`src/rtl/gpio_port_pkg.sv`:
```
package gpio_port_pkg;
  localparam int OFS_DATA = 0;
  localparam int OFS_PULL = 1;
  localparam int OFS_SLEW = 2;
  localparam int OFS_DIR  = 3;

  typedef enum logic [1:0] {
    ROLE_GPIO_IN  = 2'd0,
    ROLE_GPIO_OUT = 2'd1,
    ROLE_TMR_OC   = 2'd2,
    ROLE_TMR_IC   = 2'd3
  } pin_role_e;

  typedef struct packed {
    logic oe;
    logic out;
    logic pu;
    logic slew;
  } pad_ctl_t;
endpackage

```
`src/rtl/gpio_sync2.sv`:
```
module gpio_sync2 #(
  parameter int W = 8
) (
  input  logic         clk,
  input  logic         rst_n,
  input  logic [W-1:0] d,
  output logic [W-1:0] q
);
  logic [W-1:0] meta_q;
  logic [W-1:0] sync_q;

  always_ff @(posedge clk or negedge rst_n) begin
    if (!rst_n) begin
      meta_q <= '0;
      sync_q <= '0;
    end else begin
      meta_q <= d;
      sync_q <= meta_q;
    end
  end

  assign q = sync_q;
endmodule

```
`src/rtl/gpio_regfile.sv`:
```
module gpio_regfile
  import gpio_port_pkg::*;
#(
  parameter int NPIN   = 8,
  parameter int ADDR_W = 3
) (
  input  logic              clk,
  input  logic              rst_n,
  input  logic [ADDR_W-1:0] addr,
  input  logic              we,
  input  logic [NPIN-1:0]   wdata,
  input  logic [NPIN-1:0]   pin_sync,
  output logic [NPIN-1:0]   data_q,
  output logic [NPIN-1:0]   pull_q,
  output logic [NPIN-1:0]   slew_q,
  output logic [NPIN-1:0]   dir_q,
  output logic [NPIN-1:0]   rdata
);
  localparam logic [ADDR_W-1:0] A_DATA = ADDR_W'(OFS_DATA);
  localparam logic [ADDR_W-1:0] A_PULL = ADDR_W'(OFS_PULL);
  localparam logic [ADDR_W-1:0] A_SLEW = ADDR_W'(OFS_SLEW);
  localparam logic [ADDR_W-1:0] A_DIR  = ADDR_W'(OFS_DIR);

  logic wr_data, wr_pull, wr_slew, wr_dir;
  logic [NPIN-1:0] data_view;
  logic [NPIN-1:0] rd_next;

  assign wr_data = we && (addr == A_DATA);
  assign wr_pull = we && (addr == A_PULL);
  assign wr_slew = we && (addr == A_SLEW);
  assign wr_dir  = we && (addr == A_DIR);

  always_ff @(posedge clk or negedge rst_n) begin
    if (!rst_n) begin
      data_q <= '0;
      pull_q <= '0;
      slew_q <= '0;
      dir_q  <= '0;
    end else begin
      if (wr_data) data_q <= wdata;
      if (wr_pull) pull_q <= wdata;
      if (wr_slew) slew_q <= wdata;
      if (wr_dir)  dir_q  <= wdata;
    end
  end

  genvar b;
  generate
    for (b = 0; b < NPIN; b++) begin : g_view
      assign data_view[b] = dir_q[b] ? data_q[b] : pin_sync[b];
    end
  endgenerate

  always_comb begin
    unique case (addr)
      A_DATA:  rd_next = data_view;
      A_PULL:  rd_next = pull_q;
      A_SLEW:  rd_next = slew_q;
      A_DIR:   rd_next = dir_q;
      default: rd_next = '0;
    endcase
  end

  always_ff @(posedge clk or negedge rst_n) begin
    if (!rst_n) rdata <= '0;
    else        rdata <= rd_next;
  end
endmodule

```
`src/rtl/gpio_pin_mux.sv`:
```
module gpio_pin_mux
  import gpio_port_pkg::*;
#(
  parameter int NPIN = 8
) (
  input  logic [NPIN-1:0] data_q,
  input  logic [NPIN-1:0] pull_q,
  input  logic [NPIN-1:0] slew_q,
  input  logic [NPIN-1:0] dir_q,
  input  logic [NPIN-1:0] tmr_own,
  input  logic [NPIN-1:0] tmr_oc,
  input  logic [NPIN-1:0] tmr_val,
  output logic [NPIN-1:0] pin_out,
  output logic [NPIN-1:0] pin_oe,
  output logic [NPIN-1:0] pin_pu,
  output logic [NPIN-1:0] pin_slew
);
  genvar i;
  generate
    for (i = 0; i < NPIN; i++) begin : g_pin
      pin_role_e role;
      pad_ctl_t  ctl;

      always_comb begin
        if (tmr_own[i]) role = tmr_oc[i] ? ROLE_TMR_OC : ROLE_TMR_IC;
        else            role = dir_q[i]  ? ROLE_GPIO_OUT : ROLE_GPIO_IN;
      end

      always_comb begin
        ctl = '0;
        unique case (role)
          ROLE_GPIO_OUT: begin
            ctl.oe   = 1'b1;
            ctl.out  = data_q[i];
            ctl.slew = slew_q[i];
          end
          ROLE_TMR_OC: begin
            ctl.oe   = 1'b1;
            ctl.out  = tmr_val[i];
            ctl.slew = slew_q[i];
          end
          ROLE_TMR_IC: begin
            ctl.pu   = pull_q[i] & ~dir_q[i];
          end
          default: begin
            ctl.pu   = pull_q[i];
          end
        endcase
      end

      assign pin_oe[i]   = ctl.oe;
      assign pin_out[i]  = ctl.out;
      assign pin_pu[i]   = ctl.pu;
      assign pin_slew[i] = ctl.slew;
    end
  endgenerate
endmodule

```
`src/rtl/gpio_port_ctl.sv`:
```
module gpio_port_ctl #(
  parameter int NPIN   = 8,
  parameter int ADDR_W = 3
) (
  input  logic              clk,
  input  logic              rst_n,
  input  logic [ADDR_W-1:0] bus_addr,
  input  logic              bus_we,
  input  logic [NPIN-1:0]   bus_wdata,
  output logic [NPIN-1:0]   bus_rdata,
  input  logic [NPIN-1:0]   pin_in,
  output logic [NPIN-1:0]   pin_out,
  output logic [NPIN-1:0]   pin_oe,
  output logic [NPIN-1:0]   pin_pu,
  output logic [NPIN-1:0]   pin_slew,
  input  logic [NPIN-1:0]   tmr_own,
  input  logic [NPIN-1:0]   tmr_oc,
  input  logic [NPIN-1:0]   tmr_val,
  output logic [NPIN-1:0]   tmr_cap
);
  logic [NPIN-1:0] pin_sync;
  logic [NPIN-1:0] data_q, pull_q, slew_q, dir_q;

  gpio_sync2 #(.W(NPIN)) u_sync (
    .clk   (clk),
    .rst_n (rst_n),
    .d     (pin_in),
    .q     (pin_sync)
  );

  gpio_regfile #(.NPIN(NPIN), .ADDR_W(ADDR_W)) u_regs (
    .clk      (clk),
    .rst_n    (rst_n),
    .addr     (bus_addr),
    .we       (bus_we),
    .wdata    (bus_wdata),
    .pin_sync (pin_sync),
    .data_q   (data_q),
    .pull_q   (pull_q),
    .slew_q   (slew_q),
    .dir_q    (dir_q),
    .rdata    (bus_rdata)
  );

  gpio_pin_mux #(.NPIN(NPIN)) u_mux (
    .data_q   (data_q),
    .pull_q   (pull_q),
    .slew_q   (slew_q),
    .dir_q    (dir_q),
    .tmr_own  (tmr_own),
    .tmr_oc   (tmr_oc),
    .tmr_val  (tmr_val),
    .pin_out  (pin_out),
    .pin_oe   (pin_oe),
    .pin_pu   (pin_pu),
    .pin_slew (pin_slew)
  );

  assign tmr_cap = pin_sync;
endmodule

```
`config.mk`:
```
export PLATFORM = sky130hd
export DESIGN_NAME = gpio_port_ctl
export DESIGN_NICKNAME = d
export VERILOG_FILES = /design/src/rtl/gpio_port_pkg.sv /design/src/rtl/gpio_sync2.sv /design/src/rtl/gpio_regfile.sv /design/src/rtl/gpio_pin_mux.sv /design/src/rtl/gpio_port_ctl.sv
export SDC_FILE = /design/constraint.sdc
export NUM_CORES = 1
export LEC_CHECK = 0
export BUFFER_PORTS_ARGS = -buffer_cell sky130_fd_sc_hd__buf_2
export CORE_AREA = 5 5 88 90
export CTS_CLUSTER_SIZE = 20
export DETAILED_ROUTE_END_ITERATION = 12
export DIE_AREA = 0 0 93 95
export GPL_TIMING_DRIVEN = 0
export PLACE_DENSITY = 0.71
export RECOVER_POWER = 25
export REMOVE_ABC_BUFFERS = 1
export SYNTH_ARGS = -nofsm -noshare
export SYNTH_HDL_FRONTEND = slang
export SYNTH_HIERARCHICAL = 1
export SYNTH_SLANG_ARGS = --single-unit
```
`constraint.sdc`:
```
create_clock -name clk -period 1.4 [get_ports clk]
set_clock_uncertainty 0.15 [all_clocks]
set_input_delay 0.21 -clock clk [delete_from_list [all_inputs] [get_ports clk]]
set_output_delay 0.21 -clock clk [all_outputs]
set_load 0.01 [all_outputs]
```
==> flow_metrics.env <==
export IMPL_status="finished, violations left"
export IMPL_failing_checks="negative setup slack"
export IMPL_endpoint_kind="output pin"
export IMPL_timing_critical_path_from_type="flip-flop"
export IMPL_worst_pin_slew_ps=767
export IMPL_fp_row_count=31
export IMPL_clock_tree_buf_depth=2
export IMPL_detail_route_vias_per_cell=4.96
export IMPL_cts_buffers_inserted=5
export IMPL_chipHeight_um=95
export IMPL_area_growth_pct=33.4
export IMPL_post_synth_inst_count=205
export IMPL_syn_mean_instance_area_um2=13.1
export IMPL_fin_nets=363
export IMPL_starting_density_of_the_core=0.383
export IMPL_power_per_cell_area_nw_per_um2=1210
export IMPL_clkLatencyLatePin_ps=300
export IMPL_grt_max_degree=57
export IMPL_yosysUniqueCellTypes=23
export IMPL_ff2ff_setup_slack_ps=130
export IMPL_final_critical_path_required_period_ps=1480
export IMPL_detail_route_antenna_nets=0
export IMPL_die_area_um2=8840
export IMPL_post_route_period_util=1.06
export IMPL_grt_setup_unrepaired="yes"
export IMPL_place_hpwl_mm=4.36
export IMPL_worst_setup_sp="u_regs/dir_q[0]"
export IMPL_placeable_core_area_um2=6980
export IMPL_power_static_leakage_uw=0.00177
export IMPL_grt_pass1_wl_mm=10.1
export IMPL_clock_sinks=56
export IMPL_top_layer_used="met4"
export IMPL_placed_area_um2=3210
export IMPL_ios=94
export IMPL_path_max_fanout=3
export IMPL_cts_root_buf="sky130_fd_sc_hd__clkbuf_8"
export IMPL_final_layout_size_suffix_gt1_frac=0.588
export IMPL_postLayoutCellArea_um2=3570
export IMPL_worst_setup_path_endpoint="pin_pu[0]"
export IMPL_cts_htree_levels=2
export IMPL_nFillCells=644
export IMPL_critPathMaxStageDelay_ps=440
export IMPL_pre_cts_slack_ps=-672
export IMPL_diodes=0
export IMPL_ir_drop_uv=511
export IMPL_r2r_end="u_regs/rdata[4]"
export IMPL_final_hold_violation_count=0
export IMPL_synth_area_um2=2680
export IMPL_ff2ff_path_depth=4
export IMPL_first_pass_iters=5
export IMPL_setup_ws_ps=-79.9
export IMPL_cts_tree="built"
export IMPL_seq_area_frac_synth=0.524
export IMPL_ys_seq_elements=56
export IMPL_totalWireLength_mm=6.31
export IMPL_maxCapViolations=0
export IMPL_avgRoutedWirePerCell_um=15.8
export IMPL_first_global_vias=2088
export IMPL_wl_met1_mm=2.62
export IMPL_slew_limit_headroom=0.489
export IMPL_grt_total_usage=0.145
export IMPL_port_buffers=93
export IMPL_remaining_overflow_grt=0
export IMPL_routed_via_count=1982
export IMPL_yosys_warnings=6
export IMPL_crit_reg2reg_launch="u_regs/dir_q[4]"
export IMPL_chipWidth_um=93
export IMPL_clk_transition_reported_paths_ps=90
export IMPL_timing_critical_path_cells="and3b_1 > buf_2"
export IMPL_initial_antenna_violation_count=0
export IMPL_drt_drc_violations_left=0
export IMPL_setup_violations=10
export IMPL_crit_type="reg2out"
export IMPL_crit_path_required_time_ps=1040
export IMPL_timing_hold_worst_class="in2reg"
export IMPL_routed_wl_met2_mm=3.25
export IMPL_gpl_wtd_cong=0.746
export IMPL_cp_slowest_cell="sky130_fd_sc_hd__dfrtp_2"
export IMPL_slew_violations=0
export IMPL_timing_critical_path_arrival_ps=1120
export IMPL_detailedRoute_firstIterationViolations=46
export IMPL_achievable_frequency_mhz=676
export IMPL_wl_met3_um=365
[worst max-delay path, delay by kind of cell (launching register included)]
family        cells  cell delay, ps
flops             1             440
simple gates      1             240
buf+inv           1             130
[stage by stage]
step | total power, µW | TNS (ps) | utilization | std cells | hold WS (ps)
after detailed placement | 3170 | -22410 | 0.460 | 373 | 170
after floorplan | 2730 | -3170 | - | 197 | -236
after global placement | 3130 | -28530 | 0.458 | 372 | 169
after CTS | 4290 | -518 | 0.500 | 398 | 21.8
after global routing | 4560 | -1500 | 0.511 | 400 | 27.3
final | 4300 | -379 | 0.511 | 400 | 28.6
[Yosys cell counts]
cell / instances / area [µm²]
sky130_fd_sc_hd__dfrtp_1: 56 / 1400
sky130_fd_sc_hd__mux2_2: 32 / 360
sky130_fd_sc_hd__mux2i_1: 16 / 160
sky130_fd_sc_hd__a211o_1: 8 / 70.1
sky130_fd_sc_hd__a21boi_2: 8 / 90.1
sky130_fd_sc_hd__a21oi_1: 8 / 40.0
sky130_fd_sc_hd__and3b_1: 8 / 70.1
sky130_fd_sc_hd__inv_1: 8 / 30.0
sky130_fd_sc_hd__nand2_1: 8 / 30.0
sky130_fd_sc_hd__nand2_2: 8 / 50.1
sky130_fd_sc_hd__nand2b_4: 8 / 110
sky130_fd_sc_hd__nand3_1: 8 / 40.0
sky130_fd_sc_hd__o21ai_0: 8 / 40.0
sky130_fd_sc_hd__o21ai_2: 8 / 70.1
sky130_fd_sc_hd__buf_2: 4 / 20.0
sky130_fd_sc_hd__clkbuf_1: 2 / 7.51
sky130_fd_sc_hd__and4bb_2: 1 / 12.5
sky130_fd_sc_hd__buf_4: 1 / 7.51
sky130_fd_sc_hd__buf_6: 1 / 11.3
sky130_fd_sc_hd__nand4b_2: 1 / 15.0
sky130_fd_sc_hd__nor4b_4: 1 / 23.8
sky130_fd_sc_hd__nor4bb_1: 1 / 10.0
sky130_fd_sc_hd__or3_1: 1 / 6.26
[worst min-delay path by stage]
stage,start,to,slack [ps],cells after the start
final,bus_wdata[1],u_regs/slew_q[1],30,2
after global routing,bus_wdata[0],u_regs/pull_q[0],30,2
after CTS,bus_wdata[1],u_regs/slew_q[1],20,2
after detailed placement,pin_in[1],u_sync/meta_q[1],170,1
after global placement,pin_in[0],u_sync/meta_q[0],170,1
after floorplan,rst_n,u_regs/data_q[0],-240,0
[layout by cell type (no fill, tap or decap), types with 9 or more instances in the layout]
cell type                       synthesis  final
sky130_fd_sc_hd__buf_4                  1     13
sky130_fd_sc_hd__nand2_2                8     16
sky130_fd_sc_hd__buf_2                  4     73
sky130_fd_sc_hd__dfrtp_1               56     48
sky130_fd_sc_hd__mux2_2                32     32
sky130_fd_sc_hd__dlygate4sd3_1          0      9
sky130_fd_sc_hd__mux2i_1               16     16
sky130_fd_sc_hd__clkbuf_1               2     10
[layer usage]
metal,vias up,GRT usage
li1,950,-
met1,956,0.186
met2,67,0.252
met3,9,0.0255
met4,0,0.0452
met5,-,0
[logic make-up after synthesis]
family,share of synthesized area
DFF,0.524
muxes,0.194
and+or+nand+nor,0.137
AOI/OAI and AO/OA,0.116
buffers and inverters,0.0285
[timing repair]
action                                  4_1_cts  5_1_grt
endpoints found under the setup margin       64       32
pin swaps                                    10        7
hold buffers                                  8        1
hold endpoints to repair                      8       56
setup buffers                                 9        1
resized for setup                            12       16
cloned                                        0        0
[final cells by class]
class | instances | area, µm² | area share
inverters | 8 | 30.0 | 0.00841
flip-flops and latches | 56 | 1410 | 0.395
well taps | 82 | 103 | 0.0287
clock buffers | 6 | 72.6 | 0.0203
repair buffers | 113 | 684 | 0.192
multi-input cells | 133 | 1230 | 0.346
clock inverters | 2 | 35.0 | 0.00981
[power by group]
part | internal (µW) | switching, µW | total (µW)
clock | 531 | 490 | 1020
combinational | 661 | 526 | 1190
sequential | 1880 | 210 | 2090
[flip-flops by register name (all words and copies together) (netlist names)]
register       cells
u_regs/data_q      8
u_sync/q           8
u_sync/meta_q      8
u_regs/rdata       8
u_regs/pull_q      8
u_regs/slew_q      8
u_regs/dir_q       8
(Power assumes the default switching activity.)
